### config.mk
export PLATFORM = sky130hd
export DESIGN_NAME = fbs_scanout
export DESIGN_NICKNAME = d
export VERILOG_FILES = /design/src/rtl/fbs_pkg.sv /design/src/rtl/fbs_ctrl.sv /design/src/rtl/fbs_datapath.sv /design/src/rtl/fbs_scanout.sv
export SDC_FILE = /design/constraint.sdc
export NUM_CORES = 1
export LEC_CHECK = 0
export BUFFER_PORTS_ARGS = -buffer_cell sky130_fd_sc_hd__buf_2
export CAP_MARGIN = 30
export CORE_MARGIN = 5
export CORE_UTILIZATION = 54
export CTS_CLUSTER_SIZE = 30
export DETAILED_ROUTE_END_ITERATION = 16
export GPL_TIMING_DRIVEN = 0
export PLACE_DENSITY = 0.87
export SLEW_MARGIN = 10
export SYNTH_ARGS = -nofsm -noshare
export SYNTH_HDL_FRONTEND = slang
export SYNTH_SLANG_ARGS = --single-unit
### constraint.sdc
create_clock -name clk -period 6.8 [get_ports clk]
set_clock_uncertainty 0.2 [all_clocks]
set_input_delay 1.36 -clock clk [delete_from_list [all_inputs] [get_ports clk]]
set_output_delay 1.36 -clock clk [all_outputs]
set_load 0.02 [all_outputs]
### src/rtl/fbs_pkg.sv
package fbs_pkg;

  // control word bit positions (software visible)
  localparam int CTL_ON  = 0;
  localparam int CTL_ROT = 1;

  // strobes from the raster control to the datapath
  typedef struct packed {
    logic fetch;    // visible position with display on
    logic lastCol;  // counter sits on the last visible column
    logic arm;      // start of the final blanking line: preset address
    logic hsRaw;    // undelayed horizontal sync, active low
    logic vsRaw;    // undelayed vertical sync, active low
  } scanStrobe_t;

  // bits carried down the latency pipe
  typedef struct packed {
    logic de;
    logic hs;
    logic vs;
  } pipeBits_t;

endpackage

### src/rtl/fbs_ctrl.sv
module fbs_ctrl
  import fbs_pkg::*;
#(
  parameter int H_ACT     = 640,
  parameter int H_FP      = 16,
  parameter int H_SYNC    = 96,
  parameter int H_BP      = 48,
  parameter int V_ACT     = 480,
  parameter int V_FP      = 10,
  parameter int V_SYNC    = 2,
  parameter int V_BP      = 33,
  parameter int ADDR_W    = 32,
  parameter int BASE_BITS = 11
) (
  input  logic                 clk,
  input  logic                 rst,
  input  logic                 regAddr,
  input  logic                 regWrEn,
  input  logic [ADDR_W-1:0]    regWrData,
  output logic [ADDR_W-1:0]    regRdData,
  output scanStrobe_t          stb,
  output logic [BASE_BITS-1:0] shBase,
  output logic                 shRot
);

  localparam int H_TOT = H_ACT + H_FP + H_SYNC + H_BP;
  localparam int V_TOT = V_ACT + V_FP + V_SYNC + V_BP;
  localparam int HCW   = $clog2(H_TOT);
  localparam int VCW   = $clog2(V_TOT);
  localparam int LOW_W = ADDR_W - BASE_BITS;

  localparam logic [HCW-1:0] H_ACT_C  = HCW'(H_ACT);
  localparam logic [HCW-1:0] H_LASTC  = HCW'(H_ACT - 1);
  localparam logic [HCW-1:0] H_LAST   = HCW'(H_TOT - 1);
  localparam logic [HCW-1:0] HS_BEG   = HCW'(H_ACT + H_FP);
  localparam logic [HCW-1:0] HS_END   = HCW'(H_ACT + H_FP + H_SYNC);
  localparam logic [VCW-1:0] V_ACT_C  = VCW'(V_ACT);
  localparam logic [VCW-1:0] V_LAST   = VCW'(V_TOT - 1);
  localparam logic [VCW-1:0] VS_BEG   = VCW'(V_ACT + V_FP);
  localparam logic [VCW-1:0] VS_END   = VCW'(V_ACT + V_FP + V_SYNC);

  logic [BASE_BITS-1:0] baseReg;
  logic [1:0]           ctrlReg;
  logic                 shOn;
  logic [HCW-1:0]       hCnt;
  logic [VCW-1:0]       vCnt;
  logic                 loadPt;
  logic [ADDR_W-1:0]    unusedWrBits;

  assign unusedWrBits = regWrData;
  assign loadPt = (hCnt == '0) && (vCnt == V_ACT_C);

  // register file and the working copies taken at blanking start
  always_ff @(posedge clk) begin
    if (rst) begin
      baseReg <= '0;
      ctrlReg <= '0;
      shBase  <= '0;
      shOn    <= 1'b0;
      shRot   <= 1'b0;
    end else begin
      if (loadPt) begin
        shBase <= baseReg;
        shOn   <= ctrlReg[CTL_ON];
        shRot  <= ctrlReg[CTL_ROT];
      end
      if (regWrEn) begin
        if (!regAddr) baseReg <= regWrData[ADDR_W-1 -: BASE_BITS];
        else          ctrlReg <= regWrData[1:0];
      end
    end
  end

  always_comb begin
    if (regAddr) regRdData = {{(ADDR_W-2){1'b0}}, ctrlReg};
    else         regRdData = {baseReg, {LOW_W{1'b0}}};
  end

  // raster counters
  always_ff @(posedge clk) begin
    if (rst) begin
      hCnt <= '0;
      vCnt <= '0;
    end else if (hCnt == H_LAST) begin
      hCnt <= '0;
      vCnt <= (vCnt == V_LAST) ? '0 : vCnt + 1'b1;
    end else begin
      hCnt <= hCnt + 1'b1;
    end
  end

  always_comb begin
    stb.fetch   = (hCnt < H_ACT_C) && (vCnt < V_ACT_C) && shOn;
    stb.lastCol = (hCnt == H_LASTC);
    stb.arm     = (hCnt == '0) && (vCnt == V_LAST);
    stb.hsRaw   = !((hCnt >= HS_BEG) && (hCnt < HS_END));
    stb.vsRaw   = !((vCnt >= VS_BEG) && (vCnt < VS_END));
  end

endmodule

### src/rtl/fbs_datapath.sv
module fbs_datapath
  import fbs_pkg::*;
#(
  parameter int H_ACT     = 640,
  parameter int V_ACT     = 480,
  parameter int STRIDE    = 1024,
  parameter int RD_LAT    = 2,
  parameter int ADDR_W    = 32,
  parameter int BASE_BITS = 11,
  parameter int CH_W      = 8
) (
  input  logic                 clk,
  input  logic                 rst,
  input  scanStrobe_t          stb,
  input  logic [BASE_BITS-1:0] shBase,
  input  logic                 shRot,
  output logic                 memReq,
  output logic [ADDR_W-1:0]    memAddr,
  input  logic                 memRdValid,
  input  logic [4*CH_W-1:0]    memRdData,
  output logic [CH_W-1:0]      pixRed,
  output logic [CH_W-1:0]      pixGreen,
  output logic [CH_W-1:0]      pixBlue,
  output logic                 hSync,
  output logic                 vSync,
  output logic                 dataEn
);

  localparam int LOW_W = ADDR_W - BASE_BITS;
  localparam int OFF_W = LOW_W - 2;
  localparam logic [OFF_W-1:0] ROW_JUMP = OFF_W'(STRIDE - H_ACT + 1);
  localparam logic [OFF_W-1:0] LAST_OFF = OFF_W'((V_ACT - 1) * STRIDE + H_ACT - 1);
  localparam pipeBits_t IDLE = '{de: 1'b0, hs: 1'b1, vs: 1'b1};

  logic [OFF_W-1:0] curOff;
  pipeBits_t        pipe [RD_LAT];
  pipeBits_t        tail;
  logic [CH_W-1:0]  unusedPad;

  assign unusedPad = memRdData[4*CH_W-1 -: CH_W];

  // word offset walker: forward or backward with the fixed line stride
  always_ff @(posedge clk) begin
    if (rst) begin
      curOff <= '0;
    end else if (stb.arm) begin
      curOff <= shRot ? LAST_OFF : '0;
    end else if (stb.fetch) begin
      if (shRot) curOff <= curOff - (stb.lastCol ? ROW_JUMP : OFF_W'(1));
      else       curOff <= curOff + (stb.lastCol ? ROW_JUMP : OFF_W'(1));
    end
  end

  assign memReq  = stb.fetch;
  assign memAddr = {shBase, curOff, 2'b00};

  // timing bits wait for the memory latency
  always_ff @(posedge clk) begin
    if (rst) begin
      for (int i = 0; i < RD_LAT; i++) pipe[i] <= IDLE;
    end else begin
      for (int i = RD_LAT - 1; i > 0; i--) pipe[i] <= pipe[i-1];
      pipe[0] <= '{de: stb.fetch, hs: stb.hsRaw, vs: stb.vsRaw};
    end
  end

  assign tail = pipe[RD_LAT-1];

  // output stage: unpack the three channels
  always_ff @(posedge clk) begin
    if (rst) begin
      dataEn   <= 1'b0;
      hSync    <= 1'b1;
      vSync    <= 1'b1;
      pixRed   <= '0;
      pixGreen <= '0;
      pixBlue  <= '0;
    end else begin
      dataEn <= tail.de;
      hSync  <= tail.hs;
      vSync  <= tail.vs;
      if (tail.de && memRdValid) begin
        pixRed   <= memRdData[3*CH_W-1 -: CH_W];
        pixGreen <= memRdData[2*CH_W-1 -: CH_W];
        pixBlue  <= memRdData[CH_W-1:0];
      end else begin
        pixRed   <= '0;
        pixGreen <= '0;
        pixBlue  <= '0;
      end
    end
  end

endmodule

### src/rtl/fbs_scanout.sv
module fbs_scanout
  import fbs_pkg::*;
#(
  parameter int H_ACT     = 640,
  parameter int H_FP      = 16,
  parameter int H_SYNC    = 96,
  parameter int H_BP      = 48,
  parameter int V_ACT     = 480,
  parameter int V_FP      = 10,
  parameter int V_SYNC    = 2,
  parameter int V_BP      = 33,
  parameter int STRIDE    = 1024,
  parameter int RD_LAT    = 2,
  parameter int ADDR_W    = 32,
  parameter int BASE_BITS = 11
) (
  input  logic              clk,
  input  logic              rst,
  input  logic              regAddr,
  input  logic              regWrEn,
  input  logic [ADDR_W-1:0] regWrData,
  output logic [ADDR_W-1:0] regRdData,
  output logic              memReq,
  output logic [ADDR_W-1:0] memAddr,
  input  logic              memRdValid,
  input  logic [31:0]       memRdData,
  output logic [7:0]        pixRed,
  output logic [7:0]        pixGreen,
  output logic [7:0]        pixBlue,
  output logic              hSync,
  output logic              vSync,
  output logic              dataEn
);

  scanStrobe_t          stb;
  logic [BASE_BITS-1:0] shBase;
  logic                 shRot;

  fbs_ctrl #(
    .H_ACT(H_ACT), .H_FP(H_FP), .H_SYNC(H_SYNC), .H_BP(H_BP),
    .V_ACT(V_ACT), .V_FP(V_FP), .V_SYNC(V_SYNC), .V_BP(V_BP),
    .ADDR_W(ADDR_W), .BASE_BITS(BASE_BITS)
  ) uCtrl (
    .clk(clk), .rst(rst),
    .regAddr(regAddr), .regWrEn(regWrEn), .regWrData(regWrData),
    .regRdData(regRdData),
    .stb(stb), .shBase(shBase), .shRot(shRot)
  );

  fbs_datapath #(
    .H_ACT(H_ACT), .V_ACT(V_ACT), .STRIDE(STRIDE), .RD_LAT(RD_LAT),
    .ADDR_W(ADDR_W), .BASE_BITS(BASE_BITS), .CH_W(8)
  ) uPath (
    .clk(clk), .rst(rst),
    .stb(stb), .shBase(shBase), .shRot(shRot),
    .memReq(memReq), .memAddr(memAddr),
    .memRdValid(memRdValid), .memRdData(memRdData),
    .pixRed(pixRed), .pixGreen(pixGreen), .pixBlue(pixBlue),
    .hSync(hSync), .vSync(vSync), .dataEn(dataEn)
  );

endmodule

Yosys cells after proc, flatten, opt, wreduce, memory -nomap -nowiden
Memory sizes are Yosys's and may differ from the RTL's.
Index checks and enable logic that the tools add are counted.

operators by class
  add/subtract/negate cells = 4
  magnitude comparators = 6
  equal/unequal tests = 4
  mux-type cells = 12
  bitwise operators = 4
  reductions and logical operators = 15

operators with widths
  cell                                                                                   count
  19-bit two-way mux                                                                     4
  32-bit two-way mux                                                                     1
  10-bit == test (second input constant)                                                 3
  10-bit by 1-bit adder with 10-bit output (second input constant)                       2
  10-bit < comparator (second input constant)                                            2
  10-bit by 9-bit < comparator with 1-bit output (second input constant)                 2
  19-bit adder                                                                           1
  19-bit by 9-bit subtractor with 19-bit output                                          1
  10-bit by 9-bit == test with 1-bit output (second input constant)                      1
  10-bit greater-or-equal comparator (second input constant)                             1
  10-bit by 9-bit greater-or-equal comparator with 1-bit output (second input constant)  1
  10-bit logical NOT                                                                     1
  10-bit two-way mux                                                                     1
  9-bit two-way mux                                                                      1
  1-bit logical AND                                                                      7
  3-bit two-way mux                                                                      2
  2-bit AND reduction                                                                    2
  2-bit OR reduction                                                                     2
  1-bit two-way mux                                                                      3
  1-bit logical NOT                                                                      2
  1-bit inverter                                                                         2
  1-bit OR                                                                               2
  2-bit nonzero test                                                                     1

storage, ports and cells
  bits in registers = 92
  RAM bits = 6
  output and inout bits = 92
  word-level logic and storage cells = 60
  memories = 1

memory list
  memory      depth  width  rd ports  clocked after memory_dff  wr ports  line                source
  uPath.pipe  2      3      2         0                         2         fbs_datapath.sv:36  pipeBits_t pipe [RD_LAT];

Longest topological paths before layout
  depth after elaboration = 6
  mapped depth = 12
  depth with buffers taken out = 11

By module
From an unflattened synthesis, not the netlist that was laid out.

unflattened totals
  cells, all modules = 569
  area total of the unflattened synthesis = 4,964.8 µm²

modules (own cells, without submodules)
  module        times used  cells each  area an instance (µm²)
  fbs_datapath  1           286         2,643.8
  fbs_ctrl      1           283         2,321.0

Worst setup path before layout
OpenSTA, ideal clock, no wires.

  path kind = in2out
  start = in regAddr
  end = out regRdData[0]
  data arrival time = 1.869 ns
  required time = 5.240 ns
  path slack = 3.371 ns
  stages = 2
  path buffers = 1
  cells stage by stage = clkbuf_1 and2_1

on the way
  cells in the longest elaborated chain, start to end = 1

RTL lines
  what                line               source
  from (decl)         fbs_scanout.sv:19  input logic regAddr,
  32-bit two-way mux  fbs_ctrl.sv:75     if (regAddr) regRdData = {{(ADDR_W-2){1'b0}}, ctrlReg};
  to (decl)           fbs_scanout.sv:22  output logic [ADDR_W-1:0] regRdData,

Every way passes these cells.

Worst setup path in the final report
Same ends and word-level chain as after synthesis.

==> results.yml <==
status:
  outcome: "complete, no violations"
sta:
  fin_tns_setup_ns: 0
  rsz0062_at_grt: "false"
  post-route-min-period_ns: 3.861
  finalSetupViolCount: 0
  max_freq_ghz: 0.2590
  maxSlewHeadroom: 0.4135
  hold_violations: 0
  post-route-period-util: 0.5677
  timing.final.ws_setup_ns: 2.939
  worstMarginPinSlew_ns: 0.8683
  slew_violations: 0
floorplanning:
  die_width_um: 102.3
  start_util: 0.5573
  core_sq_um: 8258
  dieArea_sq_um: 10470
  pin_count: 161
  chipHeight_um: 102.3
  rows: 33
global_route:
  met1_usage: 0.2732
  grt_antenna_before_repair: 0
  use_met3: 0.04232
  grt.total_usage: 0.2163
  top_usage_layer: "met2"
  overflow: 0
  grt_max_degree: 20
  grt_pass1_vias: 3983
  grt_pass1_wl_mm: 18.20
  use_met2: 0.3713
synthesis:
  synthCells: 522
  synthTopCellsByArea: "dfxtp_1 43%, ha_1 5.2%, nor2_1 4.5%, nand2_1 3.8%, a21oi_1 3.7%"
  synth_area_sq_um: 4602
  synth_warnings: 0
  syn_avg_cell_area_sq_um: 8.816
  synth_seq_cells: 98
  synth_top_area_frac: 0.4263
  async_flop_share: 0
  synth_edf_count: 0
  netlist-cell-type-count: 58
  ys_seq_area_frac: 0.4263
  yosysTopAreaCell: "dfxtp_1"
  synth_ff_type: "dfxtp_1"
cts:
  cts_buffer_depth: 2
  cts_setup_buffers: 0
  postCtsHoldBufs: 0
  cts.htree.levels: 3
  cts_resized: 0
  cts_tree: "done"
  clkTransAtPathRegs_ns: 0.09
  root_buffer: "clkbuf_8"
  cts_sinks: 98
  cts_made_buffers: 9
  clk_latency_ns: 0.36
final_layout:
  seq_area_sq_um: 1962
  layout-drive-gt1-share: 0.2496
  final_common_cell: "buf_2"
  multi_input_comb_area_sq_um: 2409
  final_area_sq_um: 5582
  area_delta_synth_final_pct: 21.29
  final_cell_mix: "113 x buf_2, 98 x dfxtp_1, 55 x nor2_1"
  antenna_cells: 0
  final.fill_count: 704
  layout.cells.non_filler: 774
  finalNetCount: 753
placed_design:
  dp_slack_ns: 2.935
  placed_area_sq_um: 5364
  io_buffers: 111
  dpl.hpwl_mm: 8.491
  place_congestion: 0.9128
  dp.cells: 758
pwr:
  p_per_area_nw_per_um2: 189.7
  p_sw_frac: 0.2586
  p_clk_frac: 0.389
  seqPwrFrac: 0.550
  peakVddDrop_mv: 0.1366
  combPwrFrac: 0.061
  internal-power_uw: 785.2
  total_power_uw: 1059
  switching_power_uw: 273.8
  p_leak_uw: 0.002657
setup_path:
  crit_family: "buffers and inverters"
  path_cells: "buf_2 -> clkbuf_1 -> and2_1 -> buf_2"
  cpMaxStageDelayCell: "clkbuf_1"
  required_ns: 5.24
  cp-end-kind: "output pin"
  cp_common_cell: "buf_2"
  critPathLaunchType: "primary input"
  crit_path_max_incr_delay_ns: 0.37
  crit_type: "primary input to output pin"
  path_buf_inv: 3
  crit_arrival_ns: 2.30
  critPathMaxFanout: 10
routing:
  drcViolationCount: 0
  viasPerCell: 5.428
  antenna_left: 0
  wire_per_inst_um: 14.78
  firstDrtPassIters: 6
  num_vias: 4201
  finalWirelength_mm: 11.44
  drtIter0Drc: 151
job:
  maxCapViolCount: 0
worst_hold_path:
  hold_class: "flop to flop"
-- worst register-to-register path: cells and delay by family, from the launching register on --
kind                     cells  cell delay [ns]
multiplexers                 1             0.21
buffers and inverters        2             0.59
AND/OR/NAND/NOR              1             0.18
flip-flops                   1             0.76
adder cells (fa/ha/maj)      1             0.44
AO/OA/AOI/OAI                6             1.16
-- synthesized netlist by cell type (all sizes together) (2+ instances only) --
cell type  count
a221oi         9
or2            7
ha            19
o21bai         2
a31oi          3
dfxtp         98
o21a           4
a21o           3
nor3           8
inv           14
nor4           8
nand2         47
clkbuf        18
nand2b         4
mux2i         15
and2           4
nor2          55
nor4b          3
nand3         14
or3            6
buf           27
nand4b         2
a21oi         34
o21ai         17
nor2b         18
xor2          16
o211ai         2
xnor2          9
o221ai         2
nand4          6
or4            4
o31a           2
and3          28
o22ai          2
-- cell families after synthesis --
| kind of cell | count (synthesis) | share of synthesized area |
|---|---|---|
| AND/OR/NAND/NOR | 216 | 0.2491 |
| flip-flops | 98 | 0.4263 |
| AO/OA/AOI/OAI | 87 | 0.1210 |
| buffers and inverters | 60 | 0.06661 |
| XOR/XNOR | 25 | 0.04758 |
| adder cells (fa/ha/maj) | 20 | 0.05601 |
| multiplexers | 15 | 0.03263 |
| other | 1 | 0.0008149 |
-- flip-flops by register name, summed over array words and instances, names as in the netlist --
name	flops
uCtrl.shBase	11
uCtrl.shRot	1
uCtrl.vCnt	10
uPath.vSync	1
uCtrl.hCnt	10
uPath.dataEn	1
uCtrl.ctrlReg	2
uPath.pipe	6
uCtrl.shOn	1
uPath.hSync	1
uPath.pixBlue	8
uPath.pixRed	8
uPath.curOff	19
uCtrl.baseReg	11
uPath.pixGreen	8
-- cell type report --
class / instances / area share
Buffer: 45 / 0.04483
Clock buffer: 9 / 0.02219
Clock inverter: 7 / 0.01681
Inverter: 15 / 0.01009
Multi-Input combinational cell: 384 / 0.4315
Sequential cell: 98 / 0.3515
Tap cell: 105 / 0.02354
Timing Repair Buffer: 111 / 0.09953
-- through the flow --
step,utilization,hold WS (ns)
2_1_floorplan,-,0.1895
3_3_place_gp,0.6495,0.1963
3_5_place_dp,0.6495,0.1981
4_1_cts,0.6759,0.2211
5_1_grt,0.6759,0.2307
6_report,0.6759,0.2201
-- worst paths after layout --
path,from,to,slack (ns),depth (start not counted)
setup / recovery,regAddr,regRdData[0],2.94,4
hold / removal,uPath.pipe[0][1],uPath.pipe[0][4],0.22,1
setup reg to reg,uCtrl.shRot,uPath.curOff[16],3.14,11
hold reg to reg,uPath.pipe[0][1],uPath.pipe[0][4],0.22,1
-- per-layer routing --
metal  part of all wire  vias to the layer above
met2               0.51                      144
met4              0.015                        0
met1               0.41                     1973
met3              0.068                       21
met5                  0                        -
li1                   -                     2063
-- power groups by stage --
stage               logic (uW)  registers [uW]  clock network [uW]
finish                    64.7             583                 412
global route              71.3             584                 441
CTS                       64.3             583                 416
detailed placement        63.9             596                   0
global placement          62.3             596                   0
floorplan                 42.1             595                   0
No activity file was read; power rests on OpenSTA's default activity.
